==> src/rtl/sci_rx_pkg.sv <==
// Package: shared types for the muting serial receiver.
// Assumes: data words are at most 9 bits wide.
package sci_rx_pkg;

    typedef enum logic [1:0] {
        ST_HUNT,
        ST_START,
        ST_DATA,
        ST_STOP
    } rx_state_e;

    typedef struct packed {
        logic [7:0] data;
        logic       bit8;
        logic       noisy;
        logic       frame_err;
    } rx_word_t;

endpackage

==> src/rtl/sci_rx_vote.sv <==
// Module: three-sample majority vote with a disagreement flag.
// Assumes: samples are taken in order around the bit centre.
module sci_rx_vote (
    input  logic [2:0] samp,
    output logic       level,
    output logic       noisy
);
    // majority value and mismatch detection
    always_comb begin
        level = (samp[0] & samp[1]) | (samp[1] & samp[2]) | (samp[0] & samp[2]);
        noisy = !((samp == 3'b000) || (samp == 3'b111));
    end
endmodule

==> src/rtl/sci_rx_frame.sv <==
// Module: frame engine. It hunts for a start bit, votes three centre
// samples per bit, shifts the data in LSB first and checks the stop bit.
// It emits a one-cycle done pulse with the finished word.
// Assumes: rxd_s is already synchronised; tick arrives OS times per bit.
module sci_rx_frame
    import sci_rx_pkg::*;
#(
    parameter int OS = 16
) (
    input  logic     clk,
    input  logic     rst_n,
    input  logic     en,
    input  logic     tick,
    input  logic     rxd_s,
    input  logic     nine,
    output logic     done,
    output rx_word_t word
);
    localparam int CW  = $clog2(OS);
    localparam int MID = OS / 2;
    localparam logic [CW-1:0] S0   = CW'(MID - 1);
    localparam logic [CW-1:0] S2   = CW'(MID + 1);
    localparam logic [CW-1:0] LAST = CW'(OS - 1);

    rx_state_e     state;
    logic [CW-1:0] os_cnt;
    logic [3:0]    bit_idx;
    logic [1:0]    samp_q;
    logic [8:0]    shreg;
    logic          noisy_q;
    logic          level;
    logic          nz;
    logic [3:0]    last_bit;
    logic          in_window;

    // vote on the two held samples plus the current one
    sci_rx_vote u_vote (
        .samp  ({samp_q, rxd_s}),
        .level (level),
        .noisy (nz)
    );

    // index of the final data bit for the chosen word length
    always_comb begin
        last_bit  = nine ? 4'd8 : 4'd7;
        in_window = (os_cnt >= S0) && (os_cnt <= S2);
    end

    // frame state machine, sample capture and shifting
    always_ff @(posedge clk) begin
        if (!rst_n || !en) begin
            state   <= ST_HUNT;
            os_cnt  <= '0;
            bit_idx <= '0;
            samp_q  <= '0;
            shreg   <= '0;
            noisy_q <= 1'b0;
            done    <= 1'b0;
            word    <= '0;
        end else begin
            done <= 1'b0;
            if (tick) begin
                if (state == ST_HUNT) begin
                    if (!rxd_s) begin
                        state   <= ST_START;
                        os_cnt  <= CW'(1);
                        noisy_q <= 1'b0;
                    end
                end else begin
                    os_cnt <= (os_cnt == LAST) ? '0 : os_cnt + 1'b1;
                    if (in_window)
                        samp_q <= {samp_q[0], rxd_s};
                    if (os_cnt == S2) begin
                        case (state)
                            ST_START: begin
                                if (level) state <= ST_HUNT;
                                else       noisy_q <= noisy_q | nz;
                            end
                            ST_DATA: begin
                                shreg   <= {level, shreg[8:1]};
                                noisy_q <= noisy_q | nz;
                            end
                            ST_STOP: begin
                                done           <= 1'b1;
                                word.data      <= nine ? shreg[7:0] : shreg[8:1];
                                word.bit8      <= nine & shreg[8];
                                word.noisy     <= noisy_q | nz;
                                word.frame_err <= !level;
                                state          <= ST_HUNT;
                            end
                            default: state <= ST_HUNT;
                        endcase
                    end
                    if (os_cnt == LAST) begin
                        if (state == ST_START) begin
                            state   <= ST_DATA;
                            bit_idx <= '0;
                        end else if (state == ST_DATA) begin
                            if (bit_idx == last_bit) state <= ST_STOP;
                            bit_idx <= bit_idx + 1'b1;
                        end
                    end
                end
            end
        end
    end

    AST_DONE_PULSE: assert property (@(posedge clk) disable iff (!rst_n)
        done |=> !done);

endmodule

==> src/rtl/sci_rx_idle.sv <==
// Module: idle-line detector. It counts strobes of unbroken high line and
// fires once when a full frame time has elapsed. It re-arms on any low.
// Assumes: frame time is (data bits + 2) * OS strobes.
module sci_rx_idle #(
    parameter int OS = 16
) (
    input  logic clk,
    input  logic rst_n,
    input  logic en,
    input  logic tick,
    input  logic rxd_s,
    input  logic nine,
    output logic idle_evt
);
    localparam int CW = $clog2(11 * OS + 1);
    localparam logic [CW-1:0] LIM8 = CW'(10 * OS - 1);
    localparam logic [CW-1:0] LIM9 = CW'(11 * OS - 1);

    logic [CW-1:0] cnt;
    logic          armed;
    logic [CW-1:0] limit;

    // terminal count for the current word length
    always_comb limit = nine ? LIM9 : LIM8;

    // high-run counter with one-shot event
    always_ff @(posedge clk) begin
        if (!rst_n || !en) begin
            cnt      <= '0;
            armed    <= 1'b0;
            idle_evt <= 1'b0;
        end else begin
            idle_evt <= 1'b0;
            if (tick) begin
                if (!rxd_s) begin
                    cnt   <= '0;
                    armed <= 1'b1;
                end else if (armed) begin
                    if (cnt >= limit) begin
                        idle_evt <= 1'b1;
                        armed    <= 1'b0;
                        cnt      <= '0;
                    end else begin
                        cnt <= cnt + 1'b1;
                    end
                end
            end
        end
    end

    AST_IDLE_PULSE: assert property (@(posedge clk) disable iff (!rst_n)
        idle_evt |=> !idle_evt);

endmodule

==> src/rtl/sci_rx_mute.sv <==
// Module: top of the muting serial receiver. It synchronises the line,
// runs the frame engine and idle detector, and keeps the flags, the data
// output, the mute state and the interrupt.
// Assumes: os_tick comes from an external baud generator, OS per bit.
module sci_rx_mute
    import sci_rx_pkg::*;
#(
    parameter int OS   = 16,
    parameter int SYNC = 2
) (
    input  logic       clk,
    input  logic       rst_n,
    input  logic       os_tick,
    input  logic       rxd,
    input  logic       rx_en,
    input  logic       nine_bit,
    input  logic       wake_addr,
    input  logic       mute_set,
    input  logic       mute_clr,
    input  logic       rd_ack,
    input  logic       rie,
    input  logic       ilie,
    output logic [7:0] rx_data,
    output logic       rx_bit8,
    output logic       rdrf,
    output logic       ovr,
    output logic       idle,
    output logic       noise,
    output logic       ferr,
    output logic       mute,
    output logic       irq
);
    logic [SYNC-1:0] sync_q;
    logic            rxd_s;
    logic            done;
    rx_word_t        word;
    logic            idle_evt;
    logic            msb;
    logic            wake_mark;
    logic            wake_idle;
    logic            accept;
    logic            full;

    // two-or-more flop synchroniser, line idles high
    always_ff @(posedge clk) begin
        if (!rst_n) sync_q <= '1;
        else        sync_q <= {sync_q[SYNC-2:0], rxd};
    end
    assign rxd_s = sync_q[SYNC-1];

    sci_rx_frame #(.OS(OS)) u_frame (
        .clk   (clk),
        .rst_n (rst_n),
        .en    (rx_en),
        .tick  (os_tick),
        .rxd_s (rxd_s),
        .nine  (nine_bit),
        .done  (done),
        .word  (word)
    );

    sci_rx_idle #(.OS(OS)) u_idle (
        .clk      (clk),
        .rst_n    (rst_n),
        .en       (rx_en),
        .tick     (os_tick),
        .rxd_s    (rxd_s),
        .nine     (nine_bit),
        .idle_evt (idle_evt)
    );

    // wake decisions and delivery qualification
    always_comb begin
        msb       = nine_bit ? word.bit8 : word.data[7];
        wake_mark = done & mute & wake_addr & msb;
        wake_idle = idle_evt & mute & !wake_addr;
        accept    = done & (!mute | wake_mark);
        full      = rdrf & !rd_ack;
    end

    // status flags and received data
    always_ff @(posedge clk) begin
        if (!rst_n) begin
            rx_data <= '0;
            rx_bit8 <= 1'b0;
            rdrf    <= 1'b0;
            ovr     <= 1'b0;
            idle    <= 1'b0;
            noise   <= 1'b0;
            ferr    <= 1'b0;
        end else if (!rx_en) begin
            rdrf  <= 1'b0;
            ovr   <= 1'b0;
            idle  <= 1'b0;
            noise <= 1'b0;
            ferr  <= 1'b0;
        end else begin
            if (rd_ack) begin
                rdrf  <= 1'b0;
                ovr   <= 1'b0;
                idle  <= 1'b0;
                noise <= 1'b0;
                ferr  <= 1'b0;
            end
            if (accept) begin
                if (full) begin
                    ovr <= 1'b1;
                end else begin
                    rx_data <= word.data;
                    rx_bit8 <= word.bit8;
                    rdrf    <= 1'b1;
                    noise   <= word.noisy;
                    ferr    <= word.frame_err;
                end
            end
            if (idle_evt && !mute)
                idle <= 1'b1;
        end
    end

    // mute state: software set/clear, hardware clear on wake
    always_ff @(posedge clk) begin
        if (!rst_n)                               mute <= 1'b0;
        else if (mute_clr || wake_mark || wake_idle) mute <= 1'b0;
        else if (mute_set)                        mute <= 1'b1;
    end

    // combined interrupt
    assign irq = (rie & (rdrf | ovr)) | (ilie & idle);

    AST_DISABLE_CLEARS: assert property (@(posedge clk) disable iff (!rst_n)
        !rx_en |=> (!rdrf && !ovr && !idle && !noise && !ferr));
    AST_MUTED_NO_DATA: assert property (@(posedge clk) disable iff (!rst_n)
        $rose(rdrf) |-> !mute);
    AST_MUTED_NO_IDLE: assert property (@(posedge clk) disable iff (!rst_n)
        $rose(idle) |-> !$past(mute));
    AST_OVR_AFTER_RDRF: assert property (@(posedge clk) disable iff (!rst_n)
        $rose(ovr) |-> $past(rdrf));
    AST_WAKE_SOURCE: assert property (@(posedge clk) disable iff (!rst_n)
        ($fell(mute) && !$past(mute_clr)) |-> $past(rx_en));

endmodule

==> config.mk <==
export PLATFORM = sky130hd
export DESIGN_NAME = sci_rx_mute
export DESIGN_NICKNAME = d
export VERILOG_FILES = /design/src/rtl/sci_rx_pkg.sv /design/src/rtl/sci_rx_vote.sv /design/src/rtl/sci_rx_frame.sv /design/src/rtl/sci_rx_idle.sv /design/src/rtl/sci_rx_mute.sv
export SDC_FILE = /design/constraint.sdc
export NUM_CORES = 1
export LEC_CHECK = 0
export ABC_AREA = 1
export BUFFER_PORTS_ARGS = -buffer_cell sky130_fd_sc_hd__buf_4
export CELL_PAD_IN_SITES_DETAIL_PLACEMENT = 2
export CELL_PAD_IN_SITES_GLOBAL_PLACEMENT = 2
export CORE_MARGIN = 1
export CORE_UTILIZATION = 33
export DETAILED_ROUTE_END_ITERATION = 10
export PLACE_DENSITY_LB_ADDON = 0.1
export SLEW_MARGIN = 0
export SYNTH_ARGS = -nofsm -noshare
export SYNTH_HDL_FRONTEND = slang
export SYNTH_HIERARCHICAL = 1
export SYNTH_SLANG_ARGS = --single-unit
==> constraint.sdc <==
create_clock -name clk -period 1.81 [get_ports clk]
set_input_delay 0.0905 -clock clk [delete_from_list [all_inputs] [get_ports clk]]
set_output_delay 0.0905 -clock clk [all_outputs]
set_load 0.005 [all_outputs]
==> metrics.cfg <==
[outcome]
status=finished, final reports clean

[placed_design]
gp_congestion=0.758
dpl.hpwl_um=6780
place_ws_ns=0.103
portBuffers=27

[yosys]
synth_cell_type_count=33
synth_area_per_cell_sq_um=6.78
synthCells=475
yosysTopAreaCellShare_pct=37.9
yosys_warnings=6
yosys.area.top_type=dfxtp_1
syn-num-nets=499
ys_seq_area_share_pct=37.9
synthesis.area_sq_um=3220
synth.area.top_cells=dfxtp_1, nand2_1, nor2_1, inv_1, o21ai_0
ys_ff_latch=61

[sta]
finalCritPeriodShare_pct=92.4
finalHoldViolCount=0
worst_slew_pin_slew_ns=0.455
finalMaxSlewViolations=0
skew_ns=0.0133
relSlewSlack_pct=69.6
worst_slack_ns=0.138
rsz0062_at_grt=false
setup_tns_ns=0
fmax_ghz=0.598
min_period_ns=1.67
timing.final.setup_violations=0

[worst_setup_path]
critical_path_class=reg -> reg
path_delay_family=simple AND/OR/NAND/NOR gates
crit_path_end_kind=register
crit_chain=inv_1, ha_1, nor2_8, inv_4, nor3_4, buf_4, o21ai_0, nor2_1
path_buf_inv=3
crit_required_ns=2.10
cp_slowest_cell=dfxtp_1
startpoint_type=register
slowest_delay_ns=0.34
crit_fanout=9
crit_arrival_ns=1.96

[drt]
wirelength_um=9130
drtPass1Iterations=4
via_per_inst=4.69
drt_iter0_drc=40
wl_per_cell_um=14.0
drc_errors=0
routed-via-count=3056
drtAntennaViolNets=0

[clocking]
htree_levels=3
clock-sinks=61
clk_pin_slew_ns=0.08
cts_buffer_depth=2
cts_tree=done
root_buffer=clkbuf_8
clk_latency_ns=0.35
cts_buffers=9

[cells_and_area]
final_common_cell=nand2_1
layout.cells.most_common_list=nand2_1, nor2_1, inv_1
post-route-util_pct=42.0
area_delta_synth_final_pct=21.5
drive_above_1_share_pct=18.0
diodes=0
fillers=1129
final_nets=542

[run]
maxCapViolations=0

[global_route]
grt_pass1_vias=3260
grt_pass1_wl_um=15300
grt_overflow=0
grt_use_total_pct=19.2
grt_max_degree=22
antenna_found_initial=0

[floorplanning]
die_area_sq_um=10200
rows=35
initial_core_util_pct=34.5
dieWidth_um=101
core_area_sq_um=9330
io_pins=28
die_height_um=101

[power]
peakVddDrop_mv=0.345
p_leak_nw=1.65
powerDensity_nw_per_um2=782

[min_path]
min_path_type=in -> reg

layer usage:
| metal | global-route usage, % | wire length (um) |
|---|---|---|
| met1 | 22.9 | 4200 |
| met2 | 34.5 | 4550 |
| met3 | 3.40 | 240 |
| met4 | 7.02 | 137 |
| met5 | 0 | 0 |
cells in the mapped netlist:
library cell and n:
xor2_1 2, o21ai_1 2, buf_4 1, inv_2 9, nand4_1 11, nand2_1 107, a21oi_1 28, nand3_1 10
buf_6 3, buf_2 2, nor2_8 1, nand3_2 7, nor2_4 2, nor3_4 1, dfxtp_1 61, nand2_2 4
o21ai_2 2, nor2_2 4, a31oi_2 1, nor2_1 76, nand3_4 1, or2_2 3, and3_1 1, a211oi_1 2
nand2_4 1, o211ai_1 1, ha_1 12, nor3_1 1, clkbuf_1 4, a21oi_2 1, o21ai_0 38, inv_1 75
inv_4 1
logic make-up after synthesis:
| family | Yosys count | share of synthesized area, % |
|---|---|---|
| and+or+nand+nor | 230 | 32.4 |
| buffers and inverters | 95 | 12.0 |
| AOI/OAI and AO/OA | 75 | 12.5 |
| DFF | 61 | 37.9 |
| adders and majority gates | 12 | 4.66 |
| xor gates and xnor gates | 2 | 0.544 |
sequential cells by signal, summed over array words and instances, names as in the netlist, 2 cells and up:
register / count
sync_q: 2
u_frame/os_cnt: 4
u_idle/cnt: 8
u_frame/state: 2
u_frame/shreg: 9
u_frame/samp_q: 2
rx_data: 8
u_frame/word: 11
u_frame/bit_idx: 4
worst register-to-register path: stages, from the launching register on:
cell and delay, ns:
dfxtp_1 0.34, inv_1 0.08, ha_1 0.29, nor2_8 0.18
inv_4 0.07, nor3_4 0.26, buf_4 0.21, o21ai_0 0.10
nor2_1 0.10
through the flow:
step	power, mW	hold slack [ns]	area [sq um]	std cells
CTS	3.11	0.0420	3850	646
detailed placement	1.51	0.305	3580	629
floorplan	1.45	0.197	3220	475
global placement	1.50	0.299	3580	629
finish	3.06	0.0548	3910	652
global route	3.18	0.0628	3910	652
repair_timing:
| item | in CTS | in global routing |
|---|---|---|
| hold buffers | 1 | 0 |
| endpoints found under the setup margin | 0 | 6 |
| hold endpoints to repair | 1 | 0 |
| buffers inserted | 0 | 6 |
| resized for setup | 0 | 1 |
worst paths after layout:
| check | startpoint | endpoint | slack, ns | cells past startpoint |
|---|---|---|---|---|
| worst max-delay path | u_frame/state[0] | u_frame/word[6] | 0.14 | 8 |
| worst min-delay path | rst_n | rx_data[4] | 0.05 | 3 |
| worst max register to register | u_frame/state[0] | u_frame/word[6] | 0.14 | 8 |
| worst min register to register | sync_q[0] | sync_q[1] | 0.43 | 1 |
area by class of cell:
cell class | count | area [sq um] | share of cell area, %
multi-input cells | 319 | 1620 | 41.4
flip-flops and latches | 61 | 1220 | 31.2
inverters | 85 | 322 | 8.22
well taps | 129 | 161 | 4.12
clock inverters | 3 | 90.1 | 2.30
repair buffers | 42 | 330 | 8.44
clock buffers | 13 | 169 | 4.32
report_power, final:
| group | switching, mW | internal (mW) | total [mW] |
|---|---|---|---|
| logic | 0.0829 | 0.0447 | 0.128 |
| clock network | 0.553 | 1.03 | 1.58 |
| registers | 0.00531 | 1.35 | 1.35 |
(Power assumes the default switching activity.)
